File: config.mk
export PLATFORM = sky130hd
export DESIGN_NAME = sdram_init_seq
export DESIGN_NICKNAME = d
export VERILOG_FILES = /design/src/rtl/sdram_init_pkg.sv /design/src/rtl/sdram_init_timer.sv /design/src/rtl/sdram_init_fsm.sv /design/src/rtl/sdram_init_cmd.sv /design/src/rtl/sdram_init_seq.sv
export SDC_FILE = /design/constraint.sdc
export NUM_CORES = 1
export LEC_CHECK = 0
export BUFFER_PORTS_ARGS = -buffer_cell sky130_fd_sc_hd__buf_4
export CAP_MARGIN = 10
export CORE_MARGIN = 5
export CORE_UTILIZATION = 61
export CTS_BUF_LIST = sky130_fd_sc_hd__clkbuf_8
export DETAILED_ROUTE_END_ITERATION = 16
export GPL_TIMING_DRIVEN = 1
export PLACE_DENSITY_LB_ADDON = 0.05
export SETUP_SLACK_MARGIN = 0.05
export SLEW_MARGIN = 20
export SYNTH_ARGS = -nofsm -noshare
export SYNTH_HDL_FRONTEND = slang
export SYNTH_SLANG_ARGS = --single-unit
File: constraint.sdc
create_clock -name clk -period 4.6 [get_ports clk]
set_input_delay 0.46 -clock clk [delete_from_list [all_inputs] [get_ports clk]]
set_output_delay 0.46 -clock clk [all_outputs]
set_load 0.02 [all_outputs]
File: src/rtl/sdram_init_pkg.sv
package sdram_init_pkg;

    typedef enum logic [2:0] {
        ST_PAUSE,
        ST_PRE,
        ST_WAIT_RP,
        ST_REF,
        ST_WAIT_RC,
        ST_MRS,
        ST_WAIT_MRD,
        ST_DONE
    } init_state_e;

    typedef struct packed {
        logic cs_n;
        logic ras_n;
        logic cas_n;
        logic we_n;
    } sdram_cmd_t;

    localparam sdram_cmd_t CMD_IDLE = '{cs_n: 1'b1, ras_n: 1'b1, cas_n: 1'b1, we_n: 1'b1};
    localparam sdram_cmd_t CMD_PRE  = '{cs_n: 1'b0, ras_n: 1'b0, cas_n: 1'b1, we_n: 1'b0};
    localparam sdram_cmd_t CMD_REF  = '{cs_n: 1'b0, ras_n: 1'b0, cas_n: 1'b0, we_n: 1'b1};
    localparam sdram_cmd_t CMD_MRS  = '{cs_n: 1'b0, ras_n: 1'b0, cas_n: 1'b0, we_n: 1'b0};

    localparam int MODE_W = 16;

    function automatic logic [2:0] burst_code(input int unsigned len);
        case (len)
            1:       burst_code = 3'd0;
            2:       burst_code = 3'd1;
            4:       burst_code = 3'd2;
            8:       burst_code = 3'd3;
            default: burst_code = 3'd7;
        endcase
    endfunction

    function automatic logic [MODE_W-1:0] mode_word(input int unsigned cas_lat,
                                                    input int unsigned burst_len,
                                                    input bit interleave,
                                                    input bit single_write);
        logic [MODE_W-1:0] w;
        w      = '0;
        w[2:0] = burst_code(burst_len);
        w[3]   = interleave;
        w[6:4] = 3'(cas_lat);
        w[9]   = single_write;
        return w;
    endfunction

    function automatic int unsigned max4(input int unsigned a, input int unsigned b,
                                         input int unsigned c, input int unsigned d);
        int unsigned m;
        m = a;
        if (b > m) m = b;
        if (c > m) m = c;
        if (d > m) m = d;
        return m;
    endfunction

endpackage

File: src/rtl/sdram_init_timer.sv
module sdram_init_timer #(
    parameter int unsigned CNT_W   = 14,
    parameter int unsigned RST_VAL = 13333
) (
    input  logic             clk,
    input  logic             rst,
    input  logic             load,
    input  logic [CNT_W-1:0] load_val,
    output logic             zero
);
    logic [CNT_W-1:0] cnt;

    always_ff @(posedge clk) begin
        if (rst)              cnt <= CNT_W'(RST_VAL);
        else if (load)        cnt <= load_val;
        else if (cnt != '0)   cnt <= cnt - 1'b1;
    end

    assign zero = (cnt == '0);

    // between loads the window shrinks by exactly one per clock
    p_timer_step_r3: assert property (@(posedge clk) disable iff (rst)
        (!load && cnt != '0) |=> (cnt == $past(cnt) - 1'b1));

    // a loaded window is honoured before expiry
    p_timer_load_r4: assert property (@(posedge clk) disable iff (rst)
        load |=> (cnt == $past(load_val)));

endmodule

File: src/rtl/sdram_init_fsm.sv
module sdram_init_fsm
    import sdram_init_pkg::*;
#(
    parameter int unsigned CNT_W     = 14,
    parameter int unsigned REFRESH_N = 8,
    parameter int unsigned T_RP      = 2,
    parameter int unsigned T_RC      = 6,
    parameter int unsigned T_MRD     = 2
) (
    input  logic             clk,
    input  logic             rst,
    input  logic             tmr_zero,
    output logic             tmr_load,
    output logic [CNT_W-1:0] tmr_val,
    output init_state_e      state
);
    localparam int unsigned REF_W = $clog2(REFRESH_N + 1);

    init_state_e      nxt;
    logic [REF_W-1:0] ref_cnt;

    always_ff @(posedge clk) begin
        if (rst) state <= ST_PAUSE;
        else     state <= nxt;
    end

    always_ff @(posedge clk) begin
        if (rst)                 ref_cnt <= '0;
        else if (state == ST_REF) ref_cnt <= ref_cnt + 1'b1;
    end

    always_comb begin
        nxt      = state;
        tmr_load = 1'b0;
        tmr_val  = '0;
        case (state)
            ST_PAUSE:    if (tmr_zero) nxt = ST_PRE;
            ST_PRE: begin
                tmr_load = 1'b1;
                tmr_val  = CNT_W'(T_RP - 2);
                nxt      = ST_WAIT_RP;
            end
            ST_WAIT_RP:  if (tmr_zero) nxt = ST_REF;
            ST_REF: begin
                tmr_load = 1'b1;
                tmr_val  = CNT_W'(T_RC - 2);
                nxt      = ST_WAIT_RC;
            end
            ST_WAIT_RC: begin
                if (tmr_zero)
                    nxt = (ref_cnt == REF_W'(REFRESH_N)) ? ST_MRS : ST_REF;
            end
            ST_MRS: begin
                tmr_load = 1'b1;
                tmr_val  = CNT_W'(T_MRD - 2);
                nxt      = ST_WAIT_MRD;
            end
            ST_WAIT_MRD: if (tmr_zero) nxt = ST_DONE;
            ST_DONE:     nxt = ST_DONE;
            default:     nxt = ST_PAUSE;
        endcase
    end

    // refresh count never exceeds its target
    p_ref_bound_r4: assert property (@(posedge clk) disable iff (rst)
        ref_cnt <= REF_W'(REFRESH_N));

    // mode write only after every refresh has gone out
    p_mrs_after_refs_r5: assert property (@(posedge clk) disable iff (rst)
        (state == ST_MRS) |-> (ref_cnt == REF_W'(REFRESH_N)));

    // completion is sticky until reset
    p_done_sticky_r6: assert property (@(posedge clk) disable iff (rst)
        (state == ST_DONE) |=> (state == ST_DONE));

endmodule

File: src/rtl/sdram_init_cmd.sv
module sdram_init_cmd
    import sdram_init_pkg::*;
#(
    parameter int unsigned      ADDR_W = 14,
    parameter int unsigned      AP_BIT = 10,
    parameter logic [MODE_W-1:0] MODE  = '0
) (
    input  init_state_e       state,
    output sdram_cmd_t        cmd,
    output logic [ADDR_W-1:0] addr,
    output logic              done
);
    always_comb begin
        cmd  = CMD_IDLE;
        addr = '0;
        done = 1'b0;
        case (state)
            ST_PRE: begin
                cmd          = CMD_PRE;
                addr[AP_BIT] = 1'b1;
            end
            ST_REF: cmd = CMD_REF;
            ST_MRS: begin
                cmd  = CMD_MRS;
                addr = MODE[ADDR_W-1:0];
            end
            ST_DONE: done = 1'b1;
            default: ;
        endcase
    end

endmodule

File: src/rtl/sdram_init_seq.sv
module sdram_init_seq
    import sdram_init_pkg::*;
#(
    parameter int unsigned PAUSE_CYC    = 13334,
    parameter int unsigned REFRESH_N    = 8,
    parameter int unsigned T_RP         = 2,
    parameter int unsigned T_RC         = 6,
    parameter int unsigned T_MRD        = 2,
    parameter int unsigned CAS_LAT      = 2,
    parameter int unsigned BURST_LEN    = 2,
    parameter bit          INTERLEAVE   = 1'b0,
    parameter bit          SINGLE_WRITE = 1'b0,
    parameter int unsigned ADDR_W       = 14,
    parameter int unsigned BA_W         = 2
) (
    input  logic              clk,
    input  logic              rst,
    output logic              cke,
    output logic              cs_n,
    output logic              ras_n,
    output logic              cas_n,
    output logic              we_n,
    output logic [ADDR_W-1:0] addr,
    output logic [BA_W-1:0]   ba,
    output logic              init_done
);
    localparam int unsigned AP_BIT = 10;
    localparam int unsigned CNT_W  = $clog2(max4(PAUSE_CYC, T_RP, T_RC, T_MRD) + 1);
    localparam logic [MODE_W-1:0] MODE_VAL =
        mode_word(CAS_LAT, BURST_LEN, INTERLEAVE, SINGLE_WRITE);

    init_state_e      state;
    logic             tmr_zero;
    logic             tmr_load;
    logic [CNT_W-1:0] tmr_val;
    sdram_cmd_t       cmd;

    sdram_init_timer #(
        .CNT_W   (CNT_W),
        .RST_VAL (PAUSE_CYC - 1)
    ) timer_i (
        .clk      (clk),
        .rst      (rst),
        .load     (tmr_load),
        .load_val (tmr_val),
        .zero     (tmr_zero)
    );

    sdram_init_fsm #(
        .CNT_W     (CNT_W),
        .REFRESH_N (REFRESH_N),
        .T_RP      (T_RP),
        .T_RC      (T_RC),
        .T_MRD     (T_MRD)
    ) fsm_i (
        .clk      (clk),
        .rst      (rst),
        .tmr_zero (tmr_zero),
        .tmr_load (tmr_load),
        .tmr_val  (tmr_val),
        .state    (state)
    );

    sdram_init_cmd #(
        .ADDR_W (ADDR_W),
        .AP_BIT (AP_BIT),
        .MODE   (MODE_VAL)
    ) cmd_i (
        .state (state),
        .cmd   (cmd),
        .addr  (addr),
        .done  (init_done)
    );

    assign cke   = 1'b1;
    assign cs_n  = cmd.cs_n;
    assign ras_n = cmd.ras_n;
    assign cas_n = cmd.cas_n;
    assign we_n  = cmd.we_n;
    assign ba    = '0;

    // every precharge closes all banks
    p_pre_all_r2: assert property (@(posedge clk) disable iff (rst)
        (!cs_n && !ras_n && cas_n && !we_n) |-> addr[AP_BIT]);

    // the bus is released once done
    p_done_quiet_r6: assert property (@(posedge clk) disable iff (rst)
        init_done |-> cs_n);

    // no two command cycles back to back
    p_cmd_gap_r3: assert property (@(posedge clk) disable iff (rst)
        !cs_n |=> cs_n);

endmodule

==> results.txt, run 1 <==
----------------------------------------------------
[Clock tree]
  Total of hold buffers inserted after clock tree synthesis ... 0
  Clk pin slew, worst setup/hold paths ... 0.07 ns
  Number of H-tree levels ... 1
  Post-CTS Repair Setup Buffers ... 0
  Number of resized instances in the post-cts repair step ... 0
  Number of buffers inserted during clock tree synthesis ... 3
  Number of sinks driven by the clock tree ... 21
  Buffer cell driving the clock tree root ... sky130_fd_sc_hd__clkbuf_8
  Source-to-sink clock delay at the later pin of the worst-skew pair ... 0.25 ns
  CTS tree ... done
  Buffers from clock root to sink, at most ... 2

[Cells and area]
  Net count of the finished layout ... 156
  Area added between synthesis and finish ... 3.02%
  Layout Cell Area excl Fill ... 1280 um^2
  Commonest cells after routing, fill and taps aside ... sky130_fd_sc_hd__dfxtp_1, sky130_fd_sc_hd__nor2_1, sky130_fd_sc_hd__conb_1
  Number of diodes added for antenna fixing ... 0
  Most common library cell in the layout ignoring fill and taps ... sky130_fd_sc_hd__dfxtp_1
  Fraction of final layout cells sized beyond drive strength 1 ... 14.7%
  Filler instances ... 167
  Filler-free cell count of the finished design ... 177

[Power]
  Maximum ir drop on the vdd rail ... 0.170 mV
  Power per unit of standard cell area ... 260 nW/um^2
  Overall Power ... 333 uW
  LEAKAGE ... 0.479 nW

[Setup path]
  Sort of element at the end of the critical path ... flip-flop
  Launching point of the worst reg2reg path ... timer_i.cnt[0]
  Reg2reg setup slack ... 2.82 ns
  R2r endpoint ... fsm_i.state[1]
  Critical Path RT ... 4.78 ns
  Kind of start point of the critical path ... flip-flop
  Worst reg2reg path depth ... 6
  Crit-path max cell delay ... 0.40 ns
  Setup Crit Path Kind ... flip-flop to flip-flop
  Cells traversed along the worst timing path ... inv_1 > ha_1 > nor4b_1 > and4_1 > nand3_1 > a211oi_2
  Crit path to ... fsm_i.state[1]
  Source of the critical timing path ... timer_i.cnt[0]
  CP max-delay cell ... sky130_fd_sc_hd__and4_1
  Crit path max fanout ... 6
  Worst EP arrival ... 1.96 ns

[Synthesis]
  Main synth FF type ... sky130_fd_sc_hd__dfxtp_1
  Fraction of synthesized cell area taken by the top area cell type ... 33.8%
  Post-Syn Instances ... 147
  Synthesis-stage register bit count ... 21
  Proportion of synthesized flip-flops having asynchronous set or reset ... 0%
  Biggest area consumer among synthesized cells ... sky130_fd_sc_hd__dfxtp_1
  Syn_area_per_cell ... 8.45 um^2
  Sequential fraction of the synthesis area ... 33.8%
  Number of synthesized flops with an enable pin ... 0
  Number of warnings printed during yosys synthesis ... 0
  Unique cell type count in the Yosys netlist ... 47
  Leading cell types by total area after synthesis ... sky130_fd_sc_hd__dfxtp_1, sky130_fd_sc_hd__buf_4, sky130_fd_sc_hd__nor2_1
  Netlist area before placement ... 1240 um^2

[Detailed routing]
  First-iteration detailed-routing DRC count ... 31
  Post-route DRC violation count ... 0
  Total Routed Length ... 2350 um
  Average via count per standard cell ... 5.56
  Via count of the routed design ... 984
  First-pass detailed-route iteration total ... 4
  Routed length per placed instance ... 13.2 um
  Antenna Violating Nets Remaining ... 0

[STA]
  Final worst-path cycle share ... 38.6%
  Slew of the pin with the lowest slew margin ... 0.579 ns
  Worst-case clock skew ... 0.00144 ns
  Worst slew margin relative to its limit ... 61.1%
  Worst hold slack after final layout ... 0.493 ns
  F_max ... 0.563 GHz
  Min cycle time layout ... 1.78 ns
  Endpoints failing setup ... 0
  Setup repair after global routing missed its margin ... no
  TNS Setup ... 0 ns
  Number of max-slew violations in the final report ... 0
  Number of endpoints with negative hold slack in the final report ... 0

[Floorplanning]
  Floorplan Core Area ... 1940 um^2
  Placement Rows ... 16
  Chip Height ... 55.1 um
  Initial core utilization ... 64.0%
  Die area ... 3040 um^2
  Die Wd ... 55.1 um
  Count of boundary I/O pins ... 24

[Worst hold path]
  Startpoint of the tightest hold check path ... rst
  Type of the tightest min-delay check ... primary input to flip-flop

[Run]
  Maxcap violations ... 0

[Placement]
  DP Cell Count ... 173
  Placed wire-length estimate ... 1760 um
  Placed instance area ... 1230 um^2
  Count of port buffers added during placement ... 9
  Final weighted congestion in routability-driven placement ... 0.772

[Global route]
  Vias in the first global route ... 889
  Pin count of the biggest net entering global routing ... 14
  Global-route wire length before repair ... 4010 um
  Overall Global Routing Usage ... 18.0%
  Remaining Overflow, GRT ... 0
  Initial antenna violation count ... 0

[Status]
  Result of the run ... completed

----------------------------------------------------
==> registers in the layout, summed over array words and instances (netlist names) <==
signal	cells
fsm_i.state	3
fsm_i.ref_cnt	4
timer_i.cnt	14
==> critical path, delay by kind of cell (launching register included) <==
kind	cells	cell delay, ns
AO/OA/AOI/OAI	1	0.22
AND/OR/NAND/NOR	3	0.88
flip-flops	1	0.34
adder cells (fa/ha/maj)	1	0.19
buffers and inverters	1	0.06
==> layout make-up <==
cell class / instances / area, um^2 / share of cell area (%)
Clock buffer: 3 / 41.3 / 3.23
Clock inverter: 1 / 5.00 / 0.391
Inverter: 9 / 33.8 / 2.64
Multi-Input combinational cell: 107 / 678 / 53.0
Sequential cell: 21 / 420 / 32.8
Tap cell: 27 / 33.8 / 2.64
Timing Repair Buffer: 9 / 67.6 / 5.28
==> how the worst min path moves through the flow <==
stage / slack (ns) / to / depth (start not counted)
final: 0.49 / fsm_i.ref_cnt[0] / 2
after global routing: 0.50 / fsm_i.ref_cnt[0] / 2
after CTS: 0.48 / fsm_i.ref_cnt[0] / 2
after detailed placement: 0.50 / timer_i.cnt[7] / 2
after global placement: 0.48 / timer_i.cnt[7] / 2
after floorplan: 0.46 / timer_i.cnt[7] / 2
==> cell families after synthesis <==
logic type,share of synthesized area (%)
compound gates,17.9
xor+xnor,4.23
fa+ha+maj,3.02
buf+inv,15.2
flops,33.8
mux,0.806
other cells,0.604
simple gates,24.4
==> Yosys cell counts (2+ instances only) <==
cell                        n
sky130_fd_sc_hd__a211oi_1   2
sky130_fd_sc_hd__inv_1      8
sky130_fd_sc_hd__nand4_1    5
sky130_fd_sc_hd__nand2_1    7
sky130_fd_sc_hd__a21oi_1    7
sky130_fd_sc_hd__nand2b_1   3
sky130_fd_sc_hd__a21o_1     2
sky130_fd_sc_hd__xnor2_1    3
sky130_fd_sc_hd__a31oi_1    2
sky130_fd_sc_hd__o41ai_1    2
sky130_fd_sc_hd__nand3_1    2
sky130_fd_sc_hd__dfxtp_1   21
sky130_fd_sc_hd__nor3_1     4
sky130_fd_sc_hd__o21ai_0    7
sky130_fd_sc_hd__nor2_1    14
sky130_fd_sc_hd__a311oi_1   2
sky130_fd_sc_hd__nor4_1     2
sky130_fd_sc_hd__ha_1       3
sky130_fd_sc_hd__xor2_1     3
sky130_fd_sc_hd__conb_1     2
sky130_fd_sc_hd__buf_4     17
sky130_fd_sc_hd__and4_1     2
sky130_fd_sc_hd__clkbuf_1   3
==> report_power, final <==
| group | internal, mW | switching, mW |
|---|---|---|
| sequential | 0.185 | 0.00502 |
| combinational | 0.00713 | 0.0192 |
| clock | 0.0602 | 0.0563 |
| total | 0.253 | 0.0805 |
==> routing by layer <==
| metal | part of all wire (%) | up-vias | global-route usage (%) | routed length (um) |
|---|---|---|---|---|
| li1 | - | 500 | - | - |
| met1 | 47 | 440 | 24.7 | 1090 |
| met2 | 45 | 42 | 29.5 | 1050 |
| met3 | 8.1 | 2 | 1.61 | 189 |
| met4 | 0.64 | 0 | 6.07 | 15 |
| met5 | 0 | - | 0 | 0 |
==> through the flow <==
| step | setup slack [ns] | utilization [%] |
|---|---|---|
| 4_1_cts | 2.81 | 65.9 |
| 5_1_grt | 2.56 | 65.9 |
| 3_5_place_dp | 2.83 | 63.5 |
| 2_1_floorplan | 2.88 | - |
| 6_report | 2.82 | 65.9 |
| 3_3_place_gp | 2.89 | 63.5 |
Note: power is estimated with default switching activity, not from simulation.
==> run 2, diff against run 1 <==
--- a/config.mk
+++ b/config.mk
@@ -8,7 +8,7 @@
 export BUFFER_PORTS_ARGS = -buffer_cell sky130_fd_sc_hd__buf_4
 export CAP_MARGIN = 10
 export CORE_MARGIN = 5
-export CORE_UTILIZATION = 61
+export CORE_UTILIZATION = 51
 export CTS_BUF_LIST = sky130_fd_sc_hd__clkbuf_8
 export DETAILED_ROUTE_END_ITERATION = 16
 export GPL_TIMING_DRIVEN = 1
==> constraint.sdc (replaced) <==
create_clock -name clk -period 1.49 [get_ports clk]
set_input_delay 0.149 -clock clk [delete_from_list [all_inputs] [get_ports clk]]
set_output_delay 0.149 -clock clk [all_outputs]
set_load 0.02 [all_outputs]
==> results.txt, run 2 (same netlist as run 1, synthesis figures left out) <==
----------------------------------------------------
[Global route]
  Pin count of the biggest net entering global routing ... 14 (unchanged)
  Global-route wire length before repair ... 4850 um (was 4010 um)
  Overall Global Routing Usage ... 18.1% (was 18.0%)
  Remaining Overflow, GRT ... 0 (unchanged)
  Initial antenna violation count ... 0 (unchanged)
  Vias in the first global route ... 1107 (was 889)

[Floorplanning]
  Placement Rows ... 17 (was 16)
  Initial core utilization ... 54.6% (was 64.0%)
  Die Wd ... 59.4 um (was 55.1 um)
  Count of boundary I/O pins ... 24 (unchanged)
  Floorplan Core Area ... 2280 um^2 (was 1940 um^2)
  Chip Height ... 59.4 um (was 55.1 um)
  Die area ... 3520 um^2 (was 3040 um^2)

[Placement]
  Setup slack at placement ... -0.156 ns (was 2.83 ns)
  Final weighted congestion in routability-driven placement ... 0.769 (was 0.772)
  Count of port buffers added during placement ... 9 (unchanged)
  Placed wire-length estimate ... 2020 um (was 1760 um)

[Run]
  Maxcap violations ... 0 (unchanged)

[Clock tree]
  Total of hold buffers inserted after clock tree synthesis ... 0 (unchanged)
  Buffer cell driving the clock tree root ... sky130_fd_sc_hd__clkbuf_8 (unchanged)
  CTS tree ... done (unchanged)
  Number of sinks driven by the clock tree ... 21 (unchanged)
  Number of buffers inserted during clock tree synthesis ... 3 (unchanged)
  Number of H-tree levels ... 1 (unchanged)
  Buffers from clock root to sink, at most ... 2 (unchanged)
  Clk pin slew, worst setup/hold paths ... 0.08 ns (was 0.07 ns)
  Source-to-sink clock delay at the later pin of the worst-skew pair ... 0.26 ns (was 0.25 ns)

[Cells and area]
  Net count of the finished layout ... 183 (was 156)
  Fraction of final layout cells sized beyond drive strength 1 ... 40.7% (was 14.7%)
  Number of diodes added for antenna fixing ... 0 (unchanged)
  Most flops, register ... timer_i.cnt (unchanged)
  Largest registers ... timer_i.cnt: 14 flops, fsm_i.ref_cnt: 4 flops, fsm_i.state: 3 flops (unchanged)
  Flip-flop count of the largest register after layout ... 14 (unchanged)
  Area added between synthesis and finish ... 29.9% (was 3.02%)
  Commonest cells after routing, fill and taps aside ... sky130_fd_sc_hd__buf_4, sky130_fd_sc_hd__dfxtp_1, sky130_fd_sc_hd__conb_1 (was sky130_fd_sc_hd__dfxtp_1, sky130_fd_sc_hd__nor2_1, sky130_fd_sc_hd__conb_1)
  Layout Utilization ... 70.9% (was 65.9%)
  Most common library cell in the layout ignoring fill and taps ... sky130_fd_sc_hd__buf_4 (was sky130_fd_sc_hd__dfxtp_1)

[Setup path]
  CP max-delay cell ... sky130_fd_sc_hd__or4_4 (was sky130_fd_sc_hd__and4_1)
  Worst Path Buf+Inv ... 1 (unchanged)
  Critical Path RT ... 1.69 ns (was 4.78 ns)
  Number of gates on the worst path with buffers counted ... 5 (was 6)
  Sort of element at the end of the critical path ... flip-flop (unchanged)
  Worst EP arrival ... 1.80 ns (was 1.96 ns)
  Largest delay share family, worst path ... simple AND/OR/NAND/NOR gates (unchanged)
  Worst reg2reg path depth ... 5 (was 6)
  Kind of start point of the critical path ... flip-flop (unchanged)
  Crit-path max cell delay ... 0.57 ns (was 0.40 ns)
  Setup Crit Path Kind ... flip-flop to flip-flop (unchanged)
  Cells traversed along the worst timing path ... or4_4 > nor3_4 > buf_4 > nand4_1 > a21oi_2 (was inv_1 > ha_1 > nor4b_1 > and4_1 > nand3_1 > a211oi_2)
  Crit path max fanout ... 4 (was 6)

[Worst hold path]
  Type of the tightest min-delay check ... primary input to flip-flop (unchanged)
  Cell count of the worst hold path ... 2 (unchanged)

[Detailed routing]
  Total Routed Length ... 2910 um (was 2350 um)
  First-iteration detailed-routing DRC count ... 39 (was 31)
  Average via count per standard cell ... 5.59 (was 5.56)
  First-pass detailed-route iteration total ... 4 (unchanged)
  Post-route DRC violation count ... 0 (unchanged)
  Antenna Violating Nets Remaining ... 0 (unchanged)
  Routed length per placed instance ... 14.2 um (was 13.2 um)
  Via count of the routed design ... 1146 (was 984)

[STA]
  Setup slack of the critical path after layout ... -0.114 ns (was 2.82 ns)
  F_max ... 0.623 GHz (was 0.563 GHz)
  Number of max-slew violations in the final report ... 0 (unchanged)
  Worst-case clock skew ... 0.00164 ns (was 0.00144 ns)
  Final worst-path cycle share ... 108% (was 38.6%)
  Number of endpoints with negative hold slack in the final report ... 0 (unchanged)
  Endpoints failing setup ... 11 (was 0)
  Min cycle time layout ... 1.60 ns (was 1.78 ns)
  Setup repair after global routing missed its margin ... yes (was no)

[Power]
  Fraction of power consumed by combinational cells ... 11.0% (was 7.9%)
  LEAKAGE ... 0.633 nW (was 0.479 nW)
  Overall Power ... 1.09 mW (was 333 uW)
  Internal power ... 808 uW (was 253 uW)
  Switching portion of total power ... 26.1% (was 24.2%)
  Reported net switching power ... 285 uW (was 80.5 uW)
  Power per unit of standard cell area ... 677 nW/um^2 (was 260 nW/um^2)
  Part of the total power dissipated in sequential elements ... 54.0% (was 57.1%)
  Relative contribution of the clock network to total power ... 35.0% (about the same)
  Maximum ir drop on the vdd rail ... 0.523 mV (was 0.170 mV)

[Status]
  Violated checks ... negative setup slack
  Result of the run ... complete, but fails checks (was completed)

----------------------------------------------------
[run 2: worst register-to-register path, cell delays in order (launching register included)]
cell and delay, ns:
sky130_fd_sc_hd__dfxtp_2 0.33, sky130_fd_sc_hd__or4_4 0.57, sky130_fd_sc_hd__nor3_4 0.23, sky130_fd_sc_hd__buf_4 0.17, sky130_fd_sc_hd__nand4_1 0.09, sky130_fd_sc_hd__a21oi_2 0.15
[run 2: routing by layer]
| layer | routed length (um) | GRT usage, % | share of wire, % | vias to the layer above |
|---|---|---|---|---|
| li1 | - | - | - | 556 |
| met1 | 1210 | 22.3 | 42 | 543 |
| met2 | 1390 | 30.0 | 48 | 40 |
| met3 | 230 | 3.05 | 7.9 | 7 |
| met4 | 66 | 9.06 | 2.3 | 0 |
| met5 | 0 | 0 | 0 | - |
[run 2: cell type report]
class | instances | area, um^2
clock buffer | 3 | 41.3
clock inverter | 1 | 5.00
fill | 180 | 662
inverter | 9 | 36.3
multi-input combinational | 107 | 791
sequential | 21 | 428
tap | 28 | 35.0
timing repair buffer | 36 | 278
[run 2: per-stage QoR]
step | setup TNS [ns] | instance area (um^2) | hold slack (ns) | std cells
after floorplan | -0.162 | 1310 | 0.252 | 159
after detailed placement | -1.16 | 1420 | 0.442 | 196
after global placement | -0.744 | 1420 | 0.439 | 196
final | -0.714 | 1610 | 0.160 | 205
after global routing | -2.13 | 1610 | 0.166 | 205
after CTS | -0.279 | 1570 | 0.165 | 203
[run 2: power groups by stage]
stage	Sequential, mW	Combinational, mW	Clock (mW)
after floorplan	0.596	0.103	0
after global placement	0.598	0.0966	0
after detailed placement	0.599	0.0979	0
after CTS	0.589	0.110	0.393
after global routing	0.593	0.131	0.422
final	0.590	0.120	0.383
[run 2: what timing repair did]
action                                 in CTS  in global routing
gates resized for setup                    22                  7
endpoints found under the hold margin       0                  0
buffers inserted                            3                  2
pin swaps                                  12                  3
setup endpoints to repair                  16                 24
[run 2: final timing paths]
check	from	endpoint	slack [ns]
min reg2reg	timer_i.cnt[7]	timer_i.cnt[7]	0.50
min	rst	fsm_i.state[2]	0.16
max reg2reg	timer_i.cnt[0]	timer_i.cnt[11]	-0.11
max	timer_i.cnt[0]	timer_i.cnt[11]	-0.11
==> run 3, diff against run 2 <==
--- a/config.mk
+++ b/config.mk
@@ -7,8 +7,10 @@
 export LEC_CHECK = 0
 export BUFFER_PORTS_ARGS = -buffer_cell sky130_fd_sc_hd__buf_4
 export CAP_MARGIN = 10
+export CELL_PAD_IN_SITES_DETAIL_PLACEMENT = 1
+export CELL_PAD_IN_SITES_GLOBAL_PLACEMENT = 1
 export CORE_MARGIN = 5
-export CORE_UTILIZATION = 51
+export CORE_UTILIZATION = 38
 export CTS_BUF_LIST = sky130_fd_sc_hd__clkbuf_8
 export DETAILED_ROUTE_END_ITERATION = 16
 export GPL_TIMING_DRIVEN = 1
==> results.txt, run 3 (same netlist as run 1, synthesis figures left out) <==
----------------------------------------------------
[Status]
  Violated checks ... negative setup slack (unchanged)
  Result of the run ... complete, but fails checks (unchanged)

[Setup path]
  Sort of element at the end of the critical path ... flip-flop (unchanged)
  Critical Path RT ... 1.66 ns (was 1.69 ns)
  Setup Crit Path Kind ... flip-flop to flip-flop (unchanged)
  Worst EP arrival ... 1.75 ns (was 1.80 ns)
  Crit path max fanout ... 3 (was 4)
  Kind of start point of the critical path ... flip-flop (unchanged)

[Cells and area]
  Net count of the finished layout ... 183 (unchanged)
  Most common library cell in the layout ignoring fill and taps ... sky130_fd_sc_hd__buf_4 (unchanged)
  Fraction of final layout cells sized beyond drive strength 1 ... 40.7% (unchanged)
  Largest registers ... timer_i.cnt: 14 flops, fsm_i.ref_cnt: 4 flops, fsm_i.state: 3 flops (unchanged)
  Commonest cells after routing, fill and taps aside ... sky130_fd_sc_hd__buf_4, sky130_fd_sc_hd__dfxtp_1, sky130_fd_sc_hd__conb_1 (unchanged)
  Most flops, register ... timer_i.cnt (unchanged)
  Flip-flop count of the largest register after layout ... 14 (unchanged)
  Number of diodes added for antenna fixing ... 0 (unchanged)
  Filler-free cell count of the finished design ... 221 (was 205)
  Area added between synthesis and finish ... 30.9% (was 29.9%)

[Global route]
  Remaining Overflow, GRT ... 0 (unchanged)
  Global-route wire length before repair ... 5490 um (was 4850 um)
  Met2 track utilization from global routing ... 28.0% (was 30.0%)
  Pin count of the biggest net entering global routing ... 14 (unchanged)
  Vias in the first global route ... 1192 (was 1107)
  Initial antenna violation count ... 0 (unchanged)
  Global routing met3 resource utilization ... 3.16% (was 3.05%)
  Global routing usage on met1 ... 19.6% (was 22.3%)
  Layer with the highest usage after global routing ... met2 (unchanged)
  Overall Global Routing Usage ... 16.0% (was 18.1%)

[STA]
  Setup slack of the critical path after layout ... -0.0927 ns (was -0.114 ns)
  Worst-case clock skew ... 0.00404 ns (was 0.00164 ns)
  TNS Setup ... -0.596 ns (was -0.714 ns)
  Number of endpoints with negative hold slack in the final report ... 0 (unchanged)
  Final worst-path cycle share ... 106% (was 108%)
  Worst hold slack after final layout ... 0.174 ns (was 0.160 ns)
  Min cycle time layout ... 1.58 ns (was 1.60 ns)
  F_max ... 0.632 GHz (was 0.623 GHz)
  Endpoints failing setup ... 15 (was 11)
  Number of max-slew violations in the final report ... 0 (unchanged)
  Setup repair after global routing missed its margin ... yes (unchanged)

[Floorplanning]
  Die Wd ... 67.2 um (was 59.4 um)
  Count of boundary I/O pins ... 24 (unchanged)
  Placement Rows ... 20 (was 17)
  Chip Height ... 67.2 um (was 59.4 um)
  Floorplan Core Area ... 3100 um^2 (was 2280 um^2)
  Die area ... 4510 um^2 (was 3520 um^2)
  Initial core utilization ... 40.0% (was 54.6%)

[Power]
  Power per unit of standard cell area ... 681 nW/um^2 (was 677 nW/um^2)
  LEAKAGE ... 0.641 nW (was 0.633 nW)
  Maximum ir drop on the vdd rail ... 0.433 mV (was 0.523 mV)

[Detailed routing]
  Post-route DRC violation count ... 0 (unchanged)
  Average via count per standard cell ... 5.08 (was 5.59)
  First-iteration detailed-routing DRC count ... 55 (was 39)
  Via count of the routed design ... 1123 (was 1146)
  First-pass detailed-route iteration total ... 4 (unchanged)
  Routed length per placed instance ... 14.8 um (was 14.2 um)
  Total Routed Length ... 3270 um (was 2910 um)
  Antenna Violating Nets Remaining ... 0 (unchanged)

[Clock tree]
  Clk pin slew, worst setup/hold paths ... 0.08 ns (about the same)
  Number of sinks driven by the clock tree ... 21 (unchanged)
  Source-to-sink clock delay at the later pin of the worst-skew pair ... 0.27 ns (was 0.26 ns)
  CTS tree ... done (unchanged)
  Number of buffers inserted during clock tree synthesis ... 3 (unchanged)
  Buffer cell driving the clock tree root ... sky130_fd_sc_hd__clkbuf_8 (unchanged)
  Buffers from clock root to sink, at most ... 2 (unchanged)
  Number of H-tree levels ... 1 (unchanged)

[Worst hold path]
  Type of the tightest min-delay check ... primary input to flip-flop (unchanged)

[Run]
  Maxcap violations ... 0 (unchanged)

[Placement]
  Count of port buffers added during placement ... 9 (unchanged)
  Placed wire-length estimate ... 2440 um (was 2020 um)
  Final weighted congestion in routability-driven placement ... 0.809 (was 0.769)
  DP Cell Count ... 213 (was 196)

----------------------------------------------------
-- run 3: cell counts in the layout (fill, tap and decap cells not counted) --
Identical to the previous run, type by type.
-- run 3: path summary, 6_finish.rpt --
check | start | endpoint | slack, ns | cells after the start
max | timer_i.cnt[1] | timer_i.cnt[13] | -0.09 | 4
min | rst | fsm_i.ref_cnt[0] | 0.17 | 2
max reg2reg | timer_i.cnt[1] | timer_i.cnt[13] | -0.09 | 4
min reg2reg | timer_i.cnt[12] | timer_i.cnt[12] | 0.51 | 2
-- run 3: final cells by class --
type                            instances  area, um^2
Timing Repair Buffer                   36         278
Fill cell                             390        1480
Sequential cell                        21         425
Tap cell                               44        55.1
Inverter                                9        36.3
Multi-Input combinational cell        107         786
Clock buffer                            3        41.3
Clock inverter                          1        5.00
-- run 3: power by group --
part	internal, mW	switching, mW	total, mW
combinational	0.0486	0.0752	0.124
clock	0.187	0.207	0.395
sequential	0.574	0.0163	0.590
-- run 3: critical path: stages, from the launching register on --
cell	delay (ns)
sky130_fd_sc_hd__dfxtp_2	0.33
sky130_fd_sc_hd__or4_4	0.57
sky130_fd_sc_hd__nor3_4	0.21
sky130_fd_sc_hd__a21oi_1	0.10
sky130_fd_sc_hd__a311o_1	0.27
-- run 3: per-layer routing --
layer / vias to the layer above / part of all wire [%]
li1: 557 / -
met3: 5 / 3.8
met5: - / 0
met2: 22 / 50
met1: 539 / 45
met4: 0 / 1.3
-- run 3: through the flow --
step | util [%] | total power, mW | area (um^2) | setup WS [ns]
detailed placement | 46.7 | 0.701 | 1450 | -0.212
finish | 52.4 | 1.11 | 1630 | -0.0927
global placement | 46.7 | 0.698 | 1450 | -0.156
CTS | 51.2 | 1.12 | 1590 | -0.103
floorplan | - | 0.699 | 1310 | -0.0709
global route | 52.4 | 1.15 | 1630 | -0.175
-- run 3: timing repair --
item / 4_1_cts / 5_1_grt
resized for setup: 20 / 8
setup buffers: 4 / 0
pin swaps: 15 / 5
setup endpoints to repair: 20 / 18
hold buffers: 0 / 0
